<file path="config.mk">
export PLATFORM = sky130hd
export DESIGN_NAME = ttx_bit_slicer
export DESIGN_NICKNAME = d
export VERILOG_FILES = /design/src/rtl/ttx_pkg.sv /design/src/rtl/ttx_level_est.sv /design/src/rtl/ttx_dpll.sv /design/src/rtl/ttx_frame_det.sv /design/src/rtl/ttx_bit_slicer.sv
export SDC_FILE = /design/constraint.sdc
export NUM_CORES = 1
export LEC_CHECK = 0
export BUFFER_PORTS_ARGS = -buffer_cell sky130_fd_sc_hd__buf_2
export CAP_MARGIN = 20
export CORE_AREA = 4 4 188 117
export DETAILED_ROUTE_END_ITERATION = 12
export DIE_AREA = 0 0 192 121
export HOLD_SLACK_MARGIN = 0.03
export PLACE_DENSITY = 0.77
export SLEW_MARGIN = 20
export SYNTH_ARGS = -nofsm -noshare
export SYNTH_HDL_FRONTEND = slang
export SYNTH_SLANG_ARGS = --single-unit
</file>
<file path="constraint.sdc">
create_clock -name clk -period 4.6 [get_ports clk]
set_input_delay 0.92 -clock clk [delete_from_list [all_inputs] [get_ports clk]]
set_output_delay 0.92 -clock clk [all_outputs]
set_load 0.05 [all_outputs]
</file>
<file path="src/rtl/ttx_pkg.sv">
package ttx_pkg;

    typedef enum logic [1:0] {
        ST_WAIT  = 2'd0,
        ST_RUNIN = 2'd1,
        ST_DATA  = 2'd2
    } slc_state_e;

endpackage

</file>
<file path="src/rtl/ttx_level_est.sv">
module ttx_level_est #(
    parameter int SMP_W    = 8,
    parameter int WIN_LOG2 = 4
) (
    input  logic             clk,
    input  logic             rst_n,
    input  logic             clr_i,
    input  logic             upd_i,
    input  logic [SMP_W-1:0] smp_i,
    output logic [SMP_W-1:0] level_o,
    output logic             full_o
);
    localparam int N     = 1 << WIN_LOG2;
    localparam int SUM_W = SMP_W + WIN_LOG2;
    localparam int CNT_W = WIN_LOG2 + 1;

    typedef struct packed {
        logic [N-1:0][SMP_W-1:0] win;
        logic [SUM_W-1:0]        sum;
        logic [CNT_W-1:0]        cnt;
    } lvl_t;

    lvl_t lvl_d, lvl_q;

    always_comb begin
        lvl_d = lvl_q;
        if (clr_i) begin
            lvl_d = '0;
        end else if (upd_i) begin
            lvl_d.win = {lvl_q.win[N-2:0], smp_i};
            lvl_d.sum = lvl_q.sum + SUM_W'(smp_i) - SUM_W'(lvl_q.win[N-1]);
            if (lvl_q.cnt != CNT_W'(N)) begin
                lvl_d.cnt = lvl_q.cnt + CNT_W'(1);
            end
        end
    end

    always_ff @(posedge clk or negedge rst_n) begin
        if (!rst_n) lvl_q <= '0;
        else        lvl_q <= lvl_d;
    end

    assign level_o = lvl_q.sum[SUM_W-1:WIN_LOG2];
    assign full_o  = (lvl_q.cnt == CNT_W'(N));

endmodule

</file>
<file path="src/rtl/ttx_dpll.sv">
module ttx_dpll #(
    parameter int PH_W  = 16,
    parameter int KP_SH = 2,
    parameter int KI_SH = 4
) (
    input  logic            clk,
    input  logic            rst_n,
    input  logic            clr_i,
    input  logic            train_i,
    input  logic [PH_W-1:0] nom_inc_i,
    output logic            wrap_o,
    output logic [PH_W-1:0] inc_o
);
    localparam logic [PH_W-1:0] HALF = PH_W'(1) << (PH_W - 1);

    typedef struct packed {
        logic [PH_W-1:0] phase;
        logic [PH_W-1:0] inc;
    } nco_t;

    nco_t nco_d, nco_q;
    logic [PH_W:0]          step;
    logic signed [PH_W-1:0] err;
    logic signed [PH_W-1:0] p_corr;
    logic signed [PH_W-1:0] f_corr;

    always_comb begin
        step   = {1'b0, nco_q.phase} + {1'b0, nco_q.inc};
        err    = $signed(nco_q.phase - HALF);
        p_corr = err >>> KP_SH;
        f_corr = err >>> KI_SH;
        nco_d  = nco_q;
        if (clr_i) begin
            nco_d.phase = '0;
            nco_d.inc   = nom_inc_i;
        end else if (train_i) begin
            nco_d.phase = step[PH_W-1:0] - $unsigned(p_corr);
            nco_d.inc   = nco_q.inc - $unsigned(f_corr);
        end else begin
            nco_d.phase = step[PH_W-1:0];
        end
    end

    always_ff @(posedge clk or negedge rst_n) begin
        if (!rst_n) nco_q <= '0;
        else        nco_q <= nco_d;
    end

    assign wrap_o = step[PH_W];
    assign inc_o  = nco_q.inc;

endmodule

</file>
<file path="src/rtl/ttx_frame_det.sv">
module ttx_frame_det #(
    parameter int          LEN  = 8,
    parameter logic [7:0]  CODE = 8'hE4
) (
    input  logic clk,
    input  logic rst_n,
    input  logic clr_i,
    input  logic en_i,
    input  logic bit_i,
    output logic ok_o
);
    localparam int CNT_W = $clog2(LEN + 1);

    typedef struct packed {
        logic [LEN-1:0]   sh;
        logic [CNT_W-1:0] cnt;
        logic             ok;
    } fdet_t;

    fdet_t fd_d, fd_q;
    logic [LEN-1:0] sh_next;

    always_comb begin
        fd_d    = fd_q;
        sh_next = {bit_i, fd_q.sh[LEN-1:1]};
        if (clr_i) begin
            fd_d = '0;
        end else if (en_i && (fd_q.cnt != CNT_W'(LEN))) begin
            fd_d.sh  = sh_next;
            fd_d.cnt = fd_q.cnt + CNT_W'(1);
            if (fd_q.cnt == CNT_W'(LEN - 1)) begin
                fd_d.ok = (sh_next == CODE[LEN-1:0]);
            end
        end
    end

    always_ff @(posedge clk or negedge rst_n) begin
        if (!rst_n) fd_q <= '0;
        else        fd_q <= fd_d;
    end

    assign ok_o = fd_q.ok;

endmodule

</file>
<file path="src/rtl/ttx_bit_slicer.sv">
module ttx_bit_slicer
    import ttx_pkg::*;
#(
    parameter int         SMP_W    = 8,
    parameter int         WIN_LOG2 = 4,
    parameter int         PH_W     = 16,
    parameter int         KP_SH    = 2,
    parameter int         KI_SH    = 4,
    parameter logic [7:0] FR_CODE  = 8'hE4
) (
    input  logic             clk,
    input  logic             rst_n,
    input  logic             line_start_i,
    input  logic             runin_i,
    input  logic [SMP_W-1:0] smp_i,
    input  logic [PH_W-1:0]  nom_inc_i,
    output logic             bit_o,
    output logic             bit_vld_o,
    output logic             frame_ok_o
);
    localparam int FR_LEN = 8;

    typedef struct packed {
        slc_state_e st;
        logic       slc;
        logic       slc_prev;
        logic       bit_v;
        logic       vld;
    } top_t;

    top_t s_d, s_q;

    logic [SMP_W-1:0] lvl_w;
    logic             full_w;
    logic             wrap_w;
    logic [PH_W-1:0]  inc_w;
    logic             lvl_upd;
    logic             train;
    logic             emit;

    always_comb begin
        lvl_upd = runin_i && (s_q.st != ST_DATA) && !line_start_i;
        train   = runin_i && (s_q.st != ST_DATA) && full_w
                  && (s_q.slc != s_q.slc_prev) && !line_start_i;
        emit    = (s_q.st == ST_DATA) && wrap_w && !line_start_i;

        s_d          = s_q;
        s_d.vld      = 1'b0;
        s_d.slc      = (smp_i > lvl_w);
        s_d.slc_prev = s_q.slc;

        if (line_start_i) begin
            s_d.st       = ST_WAIT;
            s_d.slc_prev = 1'b0;
            s_d.slc      = 1'b0;
        end else begin
            unique case (s_q.st)
                ST_WAIT:  if (runin_i)  s_d.st = ST_RUNIN;
                ST_RUNIN: if (!runin_i) s_d.st = ST_DATA;
                default:  s_d.st = ST_DATA;
            endcase
            if (emit) begin
                s_d.bit_v = s_q.slc;
                s_d.vld   = 1'b1;
            end
        end
    end

    always_ff @(posedge clk or negedge rst_n) begin
        if (!rst_n) s_q <= '{st: ST_WAIT, default: '0};
        else        s_q <= s_d;
    end

    ttx_level_est #(
        .SMP_W    (SMP_W),
        .WIN_LOG2 (WIN_LOG2)
    ) u_level (
        .clk     (clk),
        .rst_n   (rst_n),
        .clr_i   (line_start_i),
        .upd_i   (lvl_upd),
        .smp_i   (smp_i),
        .level_o (lvl_w),
        .full_o  (full_w)
    );

    ttx_dpll #(
        .PH_W  (PH_W),
        .KP_SH (KP_SH),
        .KI_SH (KI_SH)
    ) u_dpll (
        .clk       (clk),
        .rst_n     (rst_n),
        .clr_i     (line_start_i),
        .train_i   (train),
        .nom_inc_i (nom_inc_i),
        .wrap_o    (wrap_w),
        .inc_o     (inc_w)
    );

    ttx_frame_det #(
        .LEN  (FR_LEN),
        .CODE (FR_CODE)
    ) u_frame (
        .clk   (clk),
        .rst_n (rst_n),
        .clr_i (line_start_i),
        .en_i  (emit),
        .bit_i (s_q.slc),
        .ok_o  (frame_ok_o)
    );

    assign bit_o     = s_q.bit_v;
    assign bit_vld_o = s_q.vld;

endmodule

</file>
==> run metrics <==
placed cells 1,517; area delta synth->final 8.40%; sw frac 39.7%; initial antenna violation count 0; Final period util 92.1%; CTS tree done; fin util 58.0%; Synth top area share 44.6%; CTS Hold Buffers Added 0; critical path fanouts, max 4; post-place setup slack 0.447 ns; vias per cell 5.60; Worst Path Arrival 4.57 ns; Cell Rows 41; CP Launch Type register; GRT overflow 0; asr flop ratio synth 100%; top cells by area, synth dfrtp_1 (45%), nand2_1 (10%), a21oi_1 (8.8%); Worst Setup SP u_dpll.inc_o[0]; # setup viols final 0; Post-DP Area 11,300 sq um; syn_nets 1,372; via count 8,657; largest net degree at the start of global routing 148; IO Count 31; Leak Pwr 5.28 nW; CTS resizes 0; Buffers on Ports 30; Initial Util 53.5%; max-cap viol count 0; Die Area 23,200 sq um; vias in the first global route 7,963; CTS buffer count 17; Sum Neg Setup Slack 0 ns; worst-margin pin slew 0.987 ns; finished layout cell area 11,900 sq um; Crit. End Element register; clk_lat worst skew 0.44 ns; CP required 4.93 ns; hold_ws 0.476 ns; clock-pin transition on the worst setup and hold timing paths 0.07 ns; run status complete, no violations; Core ar. 20,500 sq um; P per Cell Area 526 nW/um^2; hpwl dp 15.3 mm; Final Power 6.24 mW; Commonest cells post-synth nand2_1 (305), dfrtp_1 (195), a21oi_1 (192); count leader, synth nand2_1; Final Slew Violations 0; syn_area_per_cell 8.67 sq um; Flop pwr share 30.8%; antenna viol nets, final 0; Sw Pwr 2.48 mW; chip width 192 um; clock buffer depth 2; Total Wirelength 23.4 mm; peak supply drop 0.273 mV; Post-Layout Cell Count 1,547; die height 121 um; Post-CTS Setup Inserts 0; Worst Hold Class register to register; Final Hold Vio Count 0; combinational group share of total power 46.3%; router iterations before antenna repair 5; Cell variety after synth 60; antenna cells 0; Worst R2R Start u_dpll.inc_o[0]; first-pass GRT wire length 39.7 mm; RD Place Congestion 0.899; RSZ-0062 raised after global routing false; synthesized instance count 1,263; min cycle time layout 4.24 ns; DRC errors left 0; GRT Total Usage 20.9%; top_reg_cell synth dfrtp_1; fraction of layout cells with a size suffix above 1 6.78%; clock network power share 22.9%; nets 1,366; post-synthesis register bit count 195; Syn. warnings 0; Iter 0 DRT Violations 831; hold_sp s_q[5]; CP Class register to register; Routed WL per cell 15.1 um; number of enable flip-flop cells after synthesis 0; htree depth 4; Mapped Area 10,900 sq um; clk root buf clkbuf_16; sequential area share after synthesis 44.6%; Worst slew margin 34.2%; CTS sink cnt 195; clock skew 0.0101 ns; P_int 3.76 mW; leading area contributor after synthesis dfrtp_1; fmax 236 MHz; final worst slack 0.365 ns
[power by group through the flow]
stage               clock network, mW  registers, mW  logic, mW
floorplan                           0           1.93       2.22
global placement                    0           1.95       2.72
detailed placement                  0           1.95       2.81
CTS                              1.46           1.92       2.84
global route                     1.53           1.93       3.21
finish                           1.43           1.92       2.89
[sequential cells by signal (all words and copies together), names as in the netlist]
register	flops
u_level.lvl_q	137
bit_o	1
u_frame.ok_o	1
u_level.level_o	8
u_frame.fd_q	11
bit_vld_o	1
u_dpll.inc_o	16
u_dpll.nco_q	16
s_q	4
[cells in the final DEF (no fill, tap or decap), types with 4 or more instances in the layout]
master / count
nand2_1: 304
dfrtp_1: 195
a21oi_1: 192
inv_1: 71
ha_1: 70
nor2_1: 59
o21ai_0: 38
buf_2: 28
o21a_1: 22
xnor2_1: 20
nor3_1: 18
nand3_1: 17
xor2_1: 17
clkbuf_16: 17
a21o_1: 14
mux2i_1: 13
nor2b_1: 12
nand2b_1: 11
a211oi_1: 11
fa_1: 11
nand4_1: 8
a31oi_1: 8
or3_1: 8
buf_4: 8
inv_6: 6
and2_1: 5
o211ai_1: 5
nor3b_1: 5
o31ai_1: 5
o31a_1: 4
[layout make-up]
| class | instances | area (sq um) |
|---|---|---|
| Sequential cell | 195 | 4880 |
| Clock inverter | 13 | 125 |
| Inverter | 71 | 267 |
| Timing Repair Buffer | 39 | 245 |
| Tap cell | 279 | 349 |
| Fill cell | 1732 | 8600 |
| Multi-Input combinational cell | 933 | 5580 |
| Clock buffer | 17 | 425 |
[metal layers]
layer | global-route usage (%) | vias to the layer above | wire length, um
li1 | - | 4288 | -
met1 | 33.6 | 4140 | 12200
met2 | 28.5 | 209 | 9610
met3 | 4.49 | 20 | 1350
met4 | 4.94 | 0 | 239
met5 | 0 | - | 0
[critical path, cell delays in order (launching register included)]
cell      delay (ns)
dfrtp_1         0.40
ha_1            0.24
inv_1           0.08
fa_1            0.21
nor2b_1         0.08
o31a_2          0.33
o21a_1          0.19
o21a_1          0.18
o21ai_0         0.27
nand2_1         0.11
xor2_1          0.15
ha_1            0.33
and4_1          0.28
nand2b_1        0.13
o22ai_1         0.08
o31ai_1         0.47
a31oi_1         0.17
mux2_2          0.30
a21o_1          0.15
[logic make-up after synthesis]
group | count (synthesis) | share of synthesized area, %
buffers and inverters | 135 | 4.69
AO/OA/AOI/OAI | 330 | 17.9
flip-flops | 195 | 44.6
adder cells (fa/ha/maj) | 81 | 10.0
XOR/XNOR | 37 | 2.96
AND/OR/NAND/NOR | 469 | 18.4
multiplexers | 16 | 1.50
[path summary, 6_finish.rpt]
kind | endpoint | slack, ns | cells past startpoint
min in group asynchronous | u_level.level_o[6] | 0.57 | 1
worst min register to register | s_q[4] | 0.48 | 1
worst min-delay path | s_q[4] | 0.48 | 1
max in group asynchronous | u_level.lvl_q[63] | 3.03 | 2
worst max-delay path | u_dpll.nco_q[30] | 0.36 | 18
worst max register to register | u_dpll.nco_q[30] | 0.36 | 18
No activity file was read; power rests on OpenSTA's default activity.
